**src/rtl/seq_stack_ptr.sv**
```systemverilog
module seq_stack_ptr #(
  parameter int ADDR_W = 16,
  parameter int PTR_W  = 8
) (
  input  logic              clk,
  input  logic              rst_n,
  input  logic              start_i,
  input  logic              push_i,
  input  logic              pop_i,
  input  logic              cfg_wr_i,
  input  logic              cfg_auto_i,
  input  logic              ptr_wr_i,
  input  logic [ADDR_W-1:0] ptr_wdata_i,
  output logic [ADDR_W-1:0] sp_o,
  output logic              auto_en_o,
  output logic [ADDR_W-1:0] mem_addr_o,
  output logic              mem_we_o,
  output logic              mem_re_o,
  output logic              ovf_o,
  output logic              unf_o
);
  localparam int HI_W = ADDR_W - PTR_W;
  localparam logic [HI_W-1:0] PAGE = '1;

  logic [PTR_W-1:0] low_q;
  logic             auto_q, ovf_q, unf_q;

  wire at_floor = (low_q == '0);
  wire at_top   = &low_q;
  wire do_push  = !start_i && push_i;
  wire do_pop   = !start_i && !push_i && pop_i;
  wire do_wr    = !start_i && !push_i && !pop_i && ptr_wr_i;

  always_ff @(posedge clk) begin
    if (!rst_n) begin
      low_q  <= '1;
      auto_q <= 1'b1;
      ovf_q  <= 1'b0;
      unf_q  <= 1'b0;
    end else begin
      ovf_q <= do_push && at_floor;
      unf_q <= do_pop && at_top;
      if (cfg_wr_i) auto_q <= cfg_auto_i;
      if (start_i) begin
        if (auto_q) low_q <= '1;
      end else if (do_push) begin
        if (!at_floor) low_q <= low_q - 1'b1;
      end else if (do_pop) begin
        if (!at_top) low_q <= low_q + 1'b1;
      end else if (do_wr) begin
        low_q <= ptr_wdata_i[PTR_W-1:0];
      end
    end
  end

  assign sp_o       = {PAGE, low_q};
  assign auto_en_o  = auto_q;
  assign ovf_o      = ovf_q;
  assign unf_o      = unf_q;
  assign mem_we_o   = do_push && !at_floor;
  assign mem_re_o   = do_pop && !at_top;
  assign mem_addr_o = {PAGE, do_push ? low_q - 1'b1 : low_q};

  AST_PUSH_DEC: assert property (@(posedge clk) disable iff (!rst_n)
    (mem_we_o) |=> (sp_o == $past(sp_o) - 1'b1));
  AST_POP_INC: assert property (@(posedge clk) disable iff (!rst_n)
    (mem_re_o) |=> (sp_o == $past(sp_o) + 1'b1));
  AST_NO_OVERFLOW: assert property (@(posedge clk) disable iff (!rst_n)
    (!start_i && push_i && sp_o[PTR_W-1:0] == '0) |=> (ovf_o && $stable(sp_o)));
  AST_NO_UNDERFLOW: assert property (@(posedge clk) disable iff (!rst_n)
    (!start_i && !push_i && pop_i && &sp_o[PTR_W-1:0]) |=> (unf_o && $stable(sp_o)));
  AST_START_RELOAD: assert property (@(posedge clk) disable iff (!rst_n)
    (start_i && auto_en_o) |=> (&sp_o));
  AST_START_KEEP: assert property (@(posedge clk) disable iff (!rst_n)
    (start_i && !auto_en_o) |=> $stable(sp_o));
  AST_STROBE_EXCL: assert property (@(posedge clk) disable iff (!rst_n)
    !(mem_we_o && mem_re_o));
  AST_PAGE_ADDR: assert property (@(posedge clk) disable iff (!rst_n)
    (mem_we_o || mem_re_o) |-> (mem_addr_o[ADDR_W-1:PTR_W] == sp_o[ADDR_W-1:PTR_W]));
endmodule

```
**config.mk**
```make
export PLATFORM = sky130hd
export DESIGN_NAME = seq_stack_ptr
export DESIGN_NICKNAME = d
export VERILOG_FILES = /design/src/rtl/seq_stack_ptr.sv
export SDC_FILE = /design/constraint.sdc
export NUM_CORES = 1
export LEC_CHECK = 0
export ABC_AREA = 1
export BUFFER_PORTS_ARGS = -buffer_cell sky130_fd_sc_hd__buf_2
export CORE_MARGIN = 2
export CORE_UTILIZATION = 40
export DETAILED_ROUTE_END_ITERATION = 12
export HOLD_SLACK_MARGIN = 0.06
export PLACE_DENSITY = 0.76
export SYNTH_ARGS = -nofsm -noshare
export SYNTH_HDL_FRONTEND = slang
export SYNTH_SLANG_ARGS = --single-unit
```
**constraint.sdc**
```tcl
create_clock -name clk -period 1.3 [get_ports clk]
set_input_delay 0.195 -clock clk [delete_from_list [all_inputs] [get_ports clk]]
set_output_delay 0.195 -clock clk [all_outputs]
set_load 0.005 [all_outputs]
```
# Yosys cells after proc, flatten, opt, wreduce, memory -nomap -nowiden
# Cells that the tools add are included.
[classes]
addsub = 2
n_eq_ne = 3
muxes = 8
n_reduce_logical = 18
[op_table]
columns = ["operator", "count"]
rows = [
  ["two-way mux 8 bit", 8],
  ["logical AND 1 bit", 9],
  ["adder 8 x 1 -> 8 bit (second input constant)", 1],
  ["zero test 8 bit", 1],
  ["AND reduction 8 bit", 1],
  ["subtractor 8 x 1 -> 8 bit (second input constant)", 1],
  ["zero test 1 bit", 5],
  ["!= test 4 bit (second input constant)", 1],
  ["AND reduction 4 bit", 1],
  ["nonzero test 4 bit", 1],
  ["!= test 3 bit (second input constant)", 1],
  ["!= test 2 x 1 -> 1 bit (second input constant)", 1],
]
[totals]
register_bits = 11
input_bits = 24
output_inout_bits = 37
wordCells = 35

# Depth between registers and ports, before layout
[logic_depth]
ltp_word = 8
mapped_depth = 10
mapped_depth_nobuf = 9

# Worst setup path after synthesis
# No wires, ideal clock.
[synth_timing]
kind = "register to register"
startpoint = "register low_q[0]"
endpoint = "register low_q[2]"
setup_ns = 0.119
arrival_time_ns = 1.335
required_ns = 1.181
setup_slack_ns = -0.155
stages_incl_launch_ff = 9
n_path_buf = 0
period_less_slack_ns = 1.455
path_cell_list = "dfxtp_1 inv_1 ha_1 nor3b_1 nand3_2 nand3_4 inv_4 nand2_1 nand3_1"
[synth_between]
elab_chain_cells = 5
word_cells_on_any_way = 12
cone_classes = "2 x add/sub; 2 x eq/ne; 5 x mux; 3 x reduce/logical"
[synth_lines]
columns = ["element", "line_no", "rtl"]
rows = [
  ["from (decl)", "25", "logic [PTR_W-1:0] low_q;"],
  ["from (signal assigned)", "47", "if (!at_floor) low_q <= low_q - 1'b1;"],
  ["from (signal assigned)", "49", "if (!at_top) low_q <= low_q + 1'b1;"],
  ["from (signal assigned)", "51", "low_q <= ptr_wdata_i[PTR_W-1:0];"],
  ["adder 8 x 1 -> 8 bit", "49", ""],
  ["two-way mux 8 bit", "49", ""],
  ["two-way mux 8 bit", "48", "end else if (do_pop) begin"],
  ["two-way mux 8 bit", "46", "end else if (do_push) begin"],
  ["two-way mux 8 bit", "44", "if (start_i) begin"],
]
# Several ways; a longest one is shown, not always the timed one. The select of a mux whose other input is x is not followed.
# A chain may end at the register's enable or synchronous reset.

# Worst setup path in the final report
[layout_timing]
startpoint = "register low_q[0]"
endpoint = "output mem_addr_o[4]"
[layout_between]
elab_chain_cells = 2
[layout_lines]
columns = ["element", "line_no", "rtl"]
rows = [
  ["subtractor 8 x 1 -> 8 bit", "62", "assign mem_addr_o = {PAGE, do_push ? low_q - 1'b1 : low_q};"],
  ["two-way mux 8 bit", "62", ""],
  ["to (decl)", "16", "output logic [ADDR_W-1:0] mem_addr_o,"],
]
# Every way passes these cells.

==> key figures <==
Run status
  – Status: complete, but fails checks
  – Failing checks: negative setup slack

Worst setup path
  – CP peak stage delay: 0.38 ns
  – FF-to-FF setup slack: -0.31 ns
  – Cell family with most CP delay: flip-flops
  – Worst setup EP type: output port
  – Worst r2r path cells: 11
  – Worst Path Max Fanout: 4
  – Startpoint Class: flip-flop
  – Buffers plus inverters on the worst setup path: 2
  – Worst R2R Start: low_q[0]$_SDFFE_PN1P_
  – CP arrival: 1.48 ns
  – RR Endpoint: low_q[4]$_SDFFE_PN1P_
  – Critical-path cell list: inv_6 > ha_4 > nand2_2 > o21ai_2 > nand3_2 > o21ai_2 > buf_2
  – Critical Path RT: 1.11 ns
  – Most common cell on crit path: o21ai_2
  – Slowest-stage cell, CP: dfxtp_4
  – Critical path class: flip-flop to output port

Power
  – Leak: 0.986 nW
  – VDD IR max: 0.762 mV
  – Clock Power Share: 0.183
  – Comb pwr share: 0.529
  – Pwr Total: 1.43 mW
  – Net switching share of the total power: 0.411
  – Internal power: 0.844 mW
  – Register share of total power: 0.287
  – PD cells: 751 nW/um^2
  – Switching power: 0.589 mW

Route
  – DRT antenna net count: 0
  – Drt via density: 5.11
  – Total Wirelength: 4.32 mm
  – 1st-iter DRT viols: 90
  – Routed len/inst: 14.3 um
  – DRT Pass-1 Iters: 4
  – Vias: 1,537
  – # DRC: 0

STA
  – Final WS setup: -0.373 ns
  – Setup Viol. Count Final: 20
  – Final Max Tran Viols: 0
  – Final Cycle Share: 1.29
  – Unrepaired setup endpoints after global routing: yes
  – FMAX: 598 MHz
  – Setup TNS: -4.66 ns
  – Final Hold Fails: 0
  – Clk_skew: 0.0146 ns
  – Min cycle time layout: 1.67 ns

Synth
  – Synthesized area per cell: 6.13 um^2
  – Yosys reg bits: 11
  – Cell Area, Synth: 1130 um^2
  – Number of distinct library cells after synthesis: 29
  – Mapped Cells: 185
  – Sequential area share after synthesis: 0.194
  – Synth warnings: 0

Placement
  – Placement Setup Slack: -0.202 ns
  – Hpwl dp: 2.62 mm
  – Routability cong.: 0.848
  – # port buffers: 36

GRT
  – Number of global-route vias before repair: 1,326
  – Initial antenna violation count: 0
  – First-pass GRT wire length: 6.02 mm
  – Grt ovf: 0
  – Pin count of the biggest net entering global routing: 13
  – Total GRT Usage: 0.233

Clock tree
  – Worst-Skew Late Latency: 0.29 ns
  – CTS tree: built
  – # clock sinks: 11
  – Max Buffers Root-to-Sink: 2
  – CTS Root Cell: clkbuf_4
  – H-tree level count: 1
  – CTS buffer count: 3
  – Clock transition at path regs: 0.09 ns

Die
  – Initial Util: 0.415
  – # rows: 19
  – DIE AREA: 3280 um^2
  – Die Height: 57.3 um
  – Core Area: 2730 um^2
  – Width of the die: 57.3 um
  – IO Count: 61

Hold path
  – WHS Endpoint: auto_en_o$_SDFFE_PN1P_
  – Hold path start: cfg_wr_i
  – Worst Hold Class: input pin to flip-flop
  – Hold Path Stages: 2

Finish
  – Area grow syn2layout: 68.1%
  – Final core utilization: 0.698
  – Antenna Cells: 0
  – Fin nets: 298
  – Share of post-route cells with drive strength above 1: 0.544

Job
  – Max-cap violations: 0
[layout by cell type (no fill, tap or decap), drive strengths merged]
cell type,count
a21oi,10
a31oi,1
buf,86
clkbuf,4
conb,16
dfxtp,11
ha,3
inv,19
nand2,54
nand3,30
nand4,2
nor2,13
nor3b,1
nor4,1
o2111ai,1
o211ai,1
o21ai,14
o21bai,1
xnor2,1
xor2,1
[final cells by class]
cell class                      instances  area (um^2)
Timing Repair Buffer                   86          578
Fill cell                             219          826
Clock buffer                            4         26.3
Sequential cell                        11          244
Tap cell                               31         38.8
Multi-Input combinational cell        150          927
Inverter                               19         93.8
[Yosys cell counts]
cell,instances,area [um^2]
nand2_2,1,6.26
inv_2,2,7.51
nand2_1,52,195
o21ai_0,14,70.1
buf_2,4,20.0
nor2_1,11,41.3
a21oi_1,10,50.1
buf_4,16,120
o2111ai_1,1,8.76
nor2_2,1,6.26
xor2_1,1,8.76
nand3_2,1,10.0
nand4_4,1,21.3
xnor2_1,1,8.76
nand3_1,28,140
o21bai_1,1,7.51
inv_1,15,56.3
nor3b_1,1,7.51
ha_1,3,37.5
inv_4,2,12.5
nand4_1,1,6.26
nand3_4,1,17.5
conb_1,1,3.75
nor4_1,1,6.26
nand2_8,1,20.0
o211ai_1,1,7.51
a31oi_1,1,6.26
dfxtp_1,11,220
nor2_4,1,11.3
[worst max-delay path by stage]
stage                                  to                   from  slack (ns)  cells after the start
finish                      mem_addr_o[4]  low_q[0]$_SDFFE_PN1P_       -0.37                      7
detailed placement  low_q[4]$_SDFFE_PN1P_  low_q[1]$_SDFFE_PN1P_       -0.20                      8
floorplan           low_q[2]$_SDFFE_PN1P_  low_q[1]$_SDFFE_PN1P_      -0.001                      8
global placement    low_q[2]$_SDFFE_PN1P_  low_q[1]$_SDFFE_PN1P_       -0.15                      8
CTS                         mem_addr_o[4]  low_q[0]$_SDFFE_PN1P_       -0.30                      7
global route                mem_addr_o[7]  low_q[6]$_SDFFE_PN1P_       -0.41                      8
[registers in the layout, summed over array words and instances, names as in the netlist]
| name | flops |
|---|---|
| auto_en_o | 1 |
| unf_o | 1 |
| ovf_o | 1 |
| low_q | 8 |
[kinds of logic after synthesis]
group / synth area share
AND/OR/NAND/NOR: 0.431
buffers and inverters: 0.191
AO/OA/AOI/OAI: 0.132
flip-flops: 0.194
adder cells (fa/ha/maj): 0.0331
XOR/XNOR: 0.0154
other: 0.00330
[timing repair]
item,in CTS,in global routing
endpoints found under the setup margin,19,20
gates resized for setup,41,32
hold buffers,0,0
pin swaps,14,18
setup buffers,12,6
[power by group through the flow]
stage / Clock [mW] / Sequential [mW] / Combinational, mW
floorplan: 0 / 0.402 / 0.328
global placement: 0 / 0.408 / 0.532
detailed placement: 0 / 0.410 / 0.542
CTS: 0.250 / 0.407 / 0.647
global route: 0.272 / 0.416 / 0.818
finish: 0.263 / 0.412 / 0.758
[stage by stage]
step                      instance area (um^2)  hold WS (ns)  instances
final                                     1910         0.104        301
after global routing                      1910         0.131        301
after CTS                                 1760         0.111        296
after detailed placement                  1540         0.404        280
after global placement                    1540         0.396        280
after floorplan                           1220         0.278        200
[per-layer routing]
metal | up-vias | wire length [um] | share of wire | global-route usage
li1 | 750 | - | - | -
met1 | 697 | 1770 | 0.41 | 0.304
met2 | 79 | 2140 | 0.49 | 0.401
met3 | 11 | 303 | 0.070 | 0.0227
met4 | 0 | 106 | 0.025 | 0.0797
met5 | - | 0 | 0 | 0
(Power assumes the default switching activity.)
